`src/rtl/sram_seq_pkg.sv`:
```
package sram_seq_pkg;

  typedef enum logic [2:0] {
    ST_IDLE,
    ST_ADDR,
    ST_WRITE,
    ST_READ,
    ST_RECOV
  } seq_state_e;

  // ceil(ns / clk_ns), never below one cycle
  function automatic int ns2cyc(input int ns, input int clk_ns);
    int c;
    c = (ns + clk_ns - 1) / clk_ns;
    return (c < 1) ? 1 : c;
  endfunction

  function automatic int imax(input int a, input int b);
    return (a > b) ? a : b;
  endfunction

endpackage

```
`src/rtl/sram_seq_ctrl.sv`:
```
module sram_seq_ctrl
  import sram_seq_pkg::*;
#(
  parameter int CW           = 3,
  parameter int PULSE_C      = 3,
  parameter int WAIT_C       = 0,
  parameter int WREC_C       = 1,
  parameter int ACC_C        = 2,
  parameter int RREC_C       = 2,
  parameter bit OE_LOW_WRITE = 1'b0
) (
  input  logic clk_i,
  input  logic rst_ni,
  input  logic req_valid_i,
  input  logic req_we_i,
  output logic ready_o,
  output logic accept_o,
  output logic sample_o,
  output logic we_n_o,
  output logic oe_n_o,
  output logic dq_oe_o
);

  localparam logic [CW-1:0] PULSE_L = CW'(PULSE_C - 1);
  localparam logic [CW-1:0] WREC_L  = CW'(WREC_C - 1);
  localparam logic [CW-1:0] ACC_L   = CW'(ACC_C - 1);
  localparam logic [CW-1:0] RREC_L  = CW'(RREC_C - 1);

  seq_state_e    st_q, st_d;
  logic [CW-1:0] cnt_q, cnt_d;
  logic          wr_q, wr_d;
  logic          we_n_q, oe_n_q, dq_oe_q;
  logic          wr_oe_lo, drive_ok;

  assign ready_o  = (st_q == ST_IDLE);
  assign accept_o = ready_o && req_valid_i;
  assign sample_o = (st_q == ST_READ) && (cnt_q == '0);

  always_comb begin
    st_d  = st_q;
    cnt_d = cnt_q;
    wr_d  = wr_q;
    unique case (st_q)
      ST_IDLE: if (req_valid_i) begin
        st_d  = ST_ADDR;
        wr_d  = req_we_i;
        cnt_d = '0;
      end
      ST_ADDR: begin
        // address settled for one cycle with strobe high
        if (wr_q) begin
          st_d  = ST_WRITE;
          cnt_d = PULSE_L;
        end else begin
          st_d  = ST_READ;
          cnt_d = ACC_L;
        end
      end
      ST_WRITE: begin
        if (cnt_q == '0) begin
          st_d  = ST_RECOV;
          cnt_d = WREC_L;
        end else begin
          cnt_d = cnt_q - 1'b1;
        end
      end
      ST_READ: begin
        if (cnt_q == '0) begin
          st_d  = ST_RECOV;
          cnt_d = RREC_L;
        end else begin
          cnt_d = cnt_q - 1'b1;
        end
      end
      ST_RECOV: begin
        if (cnt_q == '0) st_d = ST_IDLE;
        else cnt_d = cnt_q - 1'b1;
      end
      default: st_d = ST_IDLE;
    endcase
  end

  generate
    if (OE_LOW_WRITE) begin : g_oe_stretch
      assign wr_oe_lo = wr_d && ((st_d == ST_ADDR) || (st_d == ST_WRITE));
    end else begin : g_oe_plain
      assign wr_oe_lo = 1'b0;
    end
  endgenerate

  // wait out RAM turn-off before driving
  assign drive_ok = (int'(cnt_d) + WAIT_C) < PULSE_C;

  always_ff @(posedge clk_i or negedge rst_ni) begin
    if (!rst_ni) begin
      st_q    <= ST_IDLE;
      cnt_q   <= '0;
      wr_q    <= 1'b0;
      we_n_q  <= 1'b1;
      oe_n_q  <= 1'b1;
      dq_oe_q <= 1'b0;
    end else begin
      st_q    <= st_d;
      cnt_q   <= cnt_d;
      wr_q    <= wr_d;
      we_n_q  <= (st_d != ST_WRITE);
      oe_n_q  <= !((st_d == ST_READ) || wr_oe_lo);
      dq_oe_q <= ((st_d == ST_WRITE) && drive_ok) || ((st_d == ST_RECOV) && wr_d);
    end
  end

  assign we_n_o  = we_n_q;
  assign oe_n_o  = oe_n_q;
  assign dq_oe_o = dq_oe_q;

  p_no_fight_r6: assert property (@(posedge clk_i) disable iff (!rst_ni)
    dq_oe_o |-> !(we_n_o && !oe_n_o));

  p_oe_high_in_write_r4: assert property (@(posedge clk_i) disable iff (!rst_ni)
    (!OE_LOW_WRITE && !we_n_o) |-> oe_n_o);

  p_busy_after_accept_r9: assert property (@(posedge clk_i) disable iff (!rst_ni)
    accept_o |=> !ready_o);

  p_reset_idle_r1: assert property (@(posedge clk_i)
    !rst_ni |-> (we_n_o && oe_n_o && !dq_oe_o && ready_o));

endmodule

```
`src/rtl/sram_seq_dpath.sv`:
```
module sram_seq_dpath #(
  parameter int AW = 12,
  parameter int DW = 9
) (
  input  logic          clk_i,
  input  logic          rst_ni,
  input  logic          accept_i,
  input  logic          sample_i,
  input  logic [AW-1:0] req_addr_i,
  input  logic [DW-1:0] req_wdata_i,
  input  logic [DW-1:0] ram_dq_i,
  output logic [AW-1:0] addr_o,
  output logic [DW-1:0] wdata_o,
  output logic [DW-1:0] rd_data_o,
  output logic          rd_done_o
);

  logic [AW-1:0] addr_q;
  logic [DW-1:0] wdata_q, rdata_q;
  logic          done_q;

  always_ff @(posedge clk_i or negedge rst_ni) begin
    if (!rst_ni) begin
      addr_q  <= '0;
      wdata_q <= '0;
    end else if (accept_i) begin
      addr_q  <= req_addr_i;
      wdata_q <= req_wdata_i;
    end
  end

  always_ff @(posedge clk_i or negedge rst_ni) begin
    if (!rst_ni) begin
      rdata_q <= '0;
      done_q  <= 1'b0;
    end else begin
      done_q <= sample_i;
      if (sample_i) rdata_q <= ram_dq_i;
    end
  end

  assign addr_o    = addr_q;
  assign wdata_o   = wdata_q;
  assign rd_data_o = rdata_q;
  assign rd_done_o = done_q;

  p_done_single_r8: assert property (@(posedge clk_i) disable iff (!rst_ni)
    rd_done_o |=> !rd_done_o);

endmodule

```
`src/rtl/sram_port_seq.sv`:
```
module sram_port_seq
  import sram_seq_pkg::*;
#(
  parameter int AW           = 12,
  parameter int DW           = 9,
  parameter int CLK_NS       = 4,
  parameter int T_WC         = 12,
  parameter int T_AW         = 10,
  parameter int T_WP         = 10,
  parameter int T_WR         = 1,
  parameter int T_DW         = 8,
  parameter int T_WZ         = 7,
  parameter int T_AA         = 12,
  parameter int T_AOE        = 8,
  parameter int T_HZ         = 7,
  parameter bit OE_LOW_WRITE = 1'b0
) (
  input  logic          clk_i,
  input  logic          rst_ni,
  input  logic          req_valid_i,
  input  logic          req_we_i,
  input  logic [AW-1:0] req_addr_i,
  input  logic [DW-1:0] req_wdata_i,
  output logic          req_ready_o,
  output logic [DW-1:0] rd_data_o,
  output logic          rd_done_o,
  output logic [AW-1:0] ram_addr_o,
  output logic          ram_we_n_o,
  output logic          ram_oe_n_o,
  output logic [DW-1:0] ram_dq_o,
  output logic          ram_dq_oe_o,
  input  logic [DW-1:0] ram_dq_i
);

  localparam int WAIT_C  = OE_LOW_WRITE ? ns2cyc(T_WZ, CLK_NS) : 0;
  localparam int PULSE_C = imax(imax(ns2cyc(T_WP, CLK_NS), WAIT_C + ns2cyc(T_DW, CLK_NS)),
                                ns2cyc(T_AW, CLK_NS) - 1);
  localparam int WREC_C  = imax(ns2cyc(T_WR, CLK_NS), ns2cyc(T_WC, CLK_NS) - 1 - PULSE_C);
  localparam int ACC_C   = imax(imax(ns2cyc(T_AA, CLK_NS) - 1, ns2cyc(T_AOE, CLK_NS)), 1);
  localparam int RREC_C  = ns2cyc(T_HZ, CLK_NS);
  localparam int CNT_MAX = imax(imax(PULSE_C, WREC_C), imax(ACC_C, RREC_C));
  localparam int CW      = imax($clog2(CNT_MAX + 1), 1);

  logic accept, sample;

  sram_seq_ctrl #(
    .CW          (CW),
    .PULSE_C     (PULSE_C),
    .WAIT_C      (WAIT_C),
    .WREC_C      (WREC_C),
    .ACC_C       (ACC_C),
    .RREC_C      (RREC_C),
    .OE_LOW_WRITE(OE_LOW_WRITE)
  ) u_ctrl (
    .clk_i      (clk_i),
    .rst_ni     (rst_ni),
    .req_valid_i(req_valid_i),
    .req_we_i   (req_we_i),
    .ready_o    (req_ready_o),
    .accept_o   (accept),
    .sample_o   (sample),
    .we_n_o     (ram_we_n_o),
    .oe_n_o     (ram_oe_n_o),
    .dq_oe_o    (ram_dq_oe_o)
  );

  sram_seq_dpath #(
    .AW(AW),
    .DW(DW)
  ) u_dpath (
    .clk_i      (clk_i),
    .rst_ni     (rst_ni),
    .accept_i   (accept),
    .sample_i   (sample),
    .req_addr_i (req_addr_i),
    .req_wdata_i(req_wdata_i),
    .ram_dq_i   (ram_dq_i),
    .addr_o     (ram_addr_o),
    .wdata_o    (ram_dq_o),
    .rd_data_o  (rd_data_o),
    .rd_done_o  (rd_done_o)
  );

  // strobe-low run length, for the pulse-width checks
  logic [7:0] low_run_q;
  always_ff @(posedge clk_i or negedge rst_ni) begin
    if (!rst_ni) low_run_q <= '0;
    else if (ram_we_n_o) low_run_q <= '0;
    else if (low_run_q != 8'hff) low_run_q <= low_run_q + 8'd1;
  end

  p_addr_strobe_high_r2: assert property (@(posedge clk_i) disable iff (!rst_ni)
    !$stable(ram_addr_o) |-> (ram_we_n_o && $past(ram_we_n_o)));

  p_addr_only_on_accept_r10: assert property (@(posedge clk_i) disable iff (!rst_ni)
    !$stable(ram_addr_o) |-> $past(req_valid_i && req_ready_o));

  p_pulse_width_r3: assert property (@(posedge clk_i) disable iff (!rst_ni)
    $rose(ram_we_n_o) |-> (int'(low_run_q) == PULSE_C));

  p_data_held_r7: assert property (@(posedge clk_i) disable iff (!rst_ni)
    $rose(ram_we_n_o) |-> ram_dq_oe_o);

  p_done_after_oe_r8: assert property (@(posedge clk_i) disable iff (!rst_ni)
    rd_done_o |-> $past(!ram_oe_n_o));

endmodule

```
`config.mk`:
```
export PLATFORM = sky130hd
export DESIGN_NAME = sram_port_seq
export DESIGN_NICKNAME = d
export VERILOG_FILES = /design/src/rtl/sram_seq_pkg.sv /design/src/rtl/sram_seq_ctrl.sv /design/src/rtl/sram_seq_dpath.sv /design/src/rtl/sram_port_seq.sv
export SDC_FILE = /design/constraint.sdc
export NUM_CORES = 1
export LEC_CHECK = 0
export CORE_MARGIN = 5
export CORE_UTILIZATION = 35
export CTS_CLUSTER_DIAMETER = 60
export DETAILED_ROUTE_END_ITERATION = 10
export GPL_TIMING_DRIVEN = 0
export PLACE_DENSITY = 0.73
export REMOVE_ABC_BUFFERS = 1
export SLEW_MARGIN = 5
export SYNTH_ARGS = -nofsm -noshare
export SYNTH_HDL_FRONTEND = slang
export SYNTH_HIERARCHICAL = 1
export SYNTH_SLANG_ARGS = --single-unit
export TNS_END_PERCENT = 30
```
`constraint.sdc`:
```
create_clock -name clk_i -period 1.6 [get_ports clk_i]
set_input_delay 0.16 -clock clk_i [delete_from_list [all_inputs] [get_ports clk_i]]
set_output_delay 0.16 -clock clk_i [all_outputs]
set_load 0.02 [all_outputs]
```
==> metrics.yaml <==
run_status:
  outcome: "complete, but fails checks"
  violations: "hold timing"
run:
  maxCapViolations: 0
placement:
  io_buffers: 68
  dpl.hpwl_um: 2650
  post-place-ws_ns: -1.04
  dpl.cell_count: 244
  finalWeightedCongestion: 0.690
drt:
  wl_met1_um: 1650
  wirelength_um: 3860
  drt-initial-drc-count: 42
  avgViaCountPerCell: 4.63
  met3_length_um: 359
  wl_met2_um: 1810
  top_layer_used: "met4"
  drtAntennaViolNets: 0
  routedWlPerCell_um: 14.9
  drc_errors: 0
  first_pass_iters: 4
  num_vias: 1198
global_route:
  grt_pass1_wl_um: 5870
  grt_overflow: 0
  grt_pass1_vias: 1216
  antenna_found_initial: 0
  grt_max_degree: 41
  grt.total_usage_pct: 12.0
final_layout:
  fillers: 356
  fin_util_pct: 57.0
  stdcell_count: 259
  synthToLayoutAreaGrowth_pct: 58.9
  fin_nets: 225
  n_antenna_cell: 0
  drive_gt1_share_pct: 32.3
sta:
  holdWs_ns: -0.0143
  tns_ns: 0
  finalCritPeriodShare_pct: 96.1
  maxSlewHeadroom_pct: 41.4
  setup-violations-final: 0
  maxSlewViolCount: 0
  skew_ns: 0.00873
  fin_ws_ns: 0.0617
  rsz0062_at_grt: "no"
  max_freq_mhz: 650
  period_needed_ns: 1.54
  tightest_slew_ns: 0.879
  final-hold-violation-count: 13
logic_synthesis:
  synthesis.area_um2: 1690
  synth_compound_area_share_pct: 5.03
  syn_inst: 114
  avgSynthCellArea_um2: 14.8
  yosys.area.top_type: "dfrtp_1"
  ys_types: 25
  yosys_warnings: 6
  synth_edf_count: 0
  synth-xor-area-share_pct: 0
  ys.flop_type: "dfrtp_1"
  async_flop_share_pct: 100
  ys_seq_area_share_pct: 59.3
  synth.top_cell.area_share_pct: 56.2
  synth_adder_area_share_pct: 0
  synth-simple-area-share_pct: 7.83
  netlist_top_cells_count: "dfrtp_1 (38), mux2_4 (20), mux2_2 (11), nor2_1 (5)"
  ys_ff_latch: 40
  synth_top_family_by_area: "multiplexers"
  synthTopCellsByArea: "dfrtp_1 (56%), mux2_4 (18%), mux2_2 (7.3%)"
  synth_mux_area_share_pct: 25.1
  synth_most_common_cell: "dfrtp_1"
power_and_ir_drop:
  power.density_nw_per_um2: 2130
  ir_worst_vdd_mv: 0.710
  p_int_w: 0.00375
  comb_power_share_pct: 52.1
  swShare_pct: 34.6
  clkPwrFrac_pct: 14.9
  leakage_nw: 1.12
  power.switching_w: 0.00198
  seqPwrFrac_pct: 33.0
setup_path:
  worst_setup_path_end_kind: "flop"
  r2r_setup_slack_ns: 0.06
  cpMaxStageDelayCell: "dfrtp_2"
  r2r_end: "u_dpath/addr_o[6]$_DFFE_PN0P_"
  path_buf_inv: 2
  crit_required_ns: 1.77
  critical-path-top-delay-family: "flip-flops"
  worstPathCellList: "nand2b_4 -> nor3_4 -> buf_8 -> buf_12 -> mux2_4"
  reg2regPathDepth: 5
  critPathLaunch: "u_ctrl/st_q[0]$_DFF_PN0_"
  cp.arrival_ns: 1.71
  r2r_start: "u_ctrl/st_q[0]$_DFF_PN0_"
  crit_path_max_fanout: 9
  crit_type: "flop to flop"
  max_stage_delay_ns: 0.45
  worst_setup_path_start_kind: "flop"
clock_tree:
  numCtsBuffers: 5
  cts_tree: "built"
  cts.sinks: 40
  clock_path_buffers: 2
  insertion_delay_ns: 0.29
  ctsHtreeMaxLevel: 2
  clkTransAtPathRegs_ns: 0.08
  clock-root-buffer: "clkbuf_8"
die:
  core_area_um2: 4720
  ios: 69
  die_h_um: 79.5
  die_area_um2: 6330
  rows: 25
  start_util_pct: 35.8
  die_w_um: 79.5
hold_path:
  hold_class: "input pin to async pin"
## repair_timing
item | in CTS | in global routing
setup endpoints to repair | 33 | 22
hold buffers | 0 | 0
resized for setup | 14 | 5
setup buffers | 3 | 4
pin swaps | 2 | 0
## registers in the layout, summed over array words and instances (netlist names)
| name | count |
|---|---|
| u_ctrl/st_q | 3 |
| u_ctrl/oe_n_o | 1 |
| u_ctrl/we_n_o | 1 |
| u_ctrl/wr_q | 1 |
| u_dpath/rd_done_o | 1 |
| u_ctrl/cnt_q | 2 |
| u_dpath/addr_o | 12 |
| u_dpath/wdata_o | 9 |
| u_dpath/rd_data_o | 9 |
| u_ctrl/dq_oe_o | 1 |
## stage by stage
stage | area (µm²) | power (W)
2_1_floorplan | 1650 | 0.00345
3_3_place_gp | 2410 | 0.00459
3_5_place_dp | 2430 | 0.00467
4_1_cts | 2640 | 0.00570
5_1_grt | 2690 | 0.00606
6_report | 2690 | 0.00573
## power by group through the flow
stage | Combinational, W | Sequential [W] | Clock, W
finish | 0.00299 | 0.00189 | 0.000856
global route | 0.00315 | 0.00198 | 0.000932
CTS | 0.00290 | 0.00191 | 0.000889
detailed placement | 0.00276 | 0.00191 | 0
global placement | 0.00273 | 0.00187 | 0
floorplan | 0.00107 | 0.00238 | 0
## layer usage
layer | global-route usage (%) | up-vias
met2 | 19.6 | 51
met5 | 0 | -
met4 | 4.12 | 0
met1 | 14.2 | 579
met3 | 5.08 | 5
li1 | - | 563
## worst reg2reg max path: stages (launching register included)
cell	delay, ns
dfrtp_2	0.45
nand2b_4	0.16
nor3_4	0.21
buf_8	0.15
buf_12	0.14
mux2_4	0.31
## final cells by class
class,count,area (µm²),share of cell area (%)
flip-flops and latches,40,1010,37.5
clock buffers,6,82.6,3.07
clock inverters,2,38.8,1.44
well taps,67,83.8,3.12
repair buffers,77,793,29.5
multi-input cells,67,682,25.3
## placed cells by master (no fill, tap or decap), types with 2 or more instances in the layout
master,count
buf_4,5
mux2_4,20
buf_12,3
nand3_1,2
clkbuf_8,6
o22ai_1,2
nor2_1,4
a211oi_1,2
nand2_1,3
nand4b_1,2
a21oi_1,3
mux2_2,11
dfrtp_2,5
dfstp_2,2
nor3_1,2
dfrtp_1,33
clkdlybuf4s50_1,64
o21ai_0,2
nand2b_1,3
dlymetal6s2s_1,2
## logic make-up (layout without fill, tap and decap cells)
family | count (synthesis) | count (layout)
AO/OA/AOI/OAI | 12 | 12
buffers and inverters | 7 | 85
flip-flops | 40 | 40
AND/OR/NAND/NOR | 24 | 24
multiplexers | 31 | 31
## how the worst max path moves through the flow
stage	to	slack (ns)	depth (start not counted)
6_report	u_dpath/addr_o[6]$_DFFE_PN0P_	0.06	5
5_1_grt	u_dpath/rd_data_o[8]$_DFFE_PN0P_	0.003	5
4_1_cts	u_dpath/wdata_o[4]$_DFFE_PN0P_	-0.05	5
3_5_place_dp	u_dpath/rd_data_o[8]$_DFFE_PN0P_	-1.04	4
3_3_place_gp	u_dpath/addr_o[9]$_DFFE_PN0P_	-2.56	4
2_1_floorplan	u_ctrl/wr_q$_DFF_PN0_	-1.96	3
Note: power is estimated with default switching activity, not from simulation.
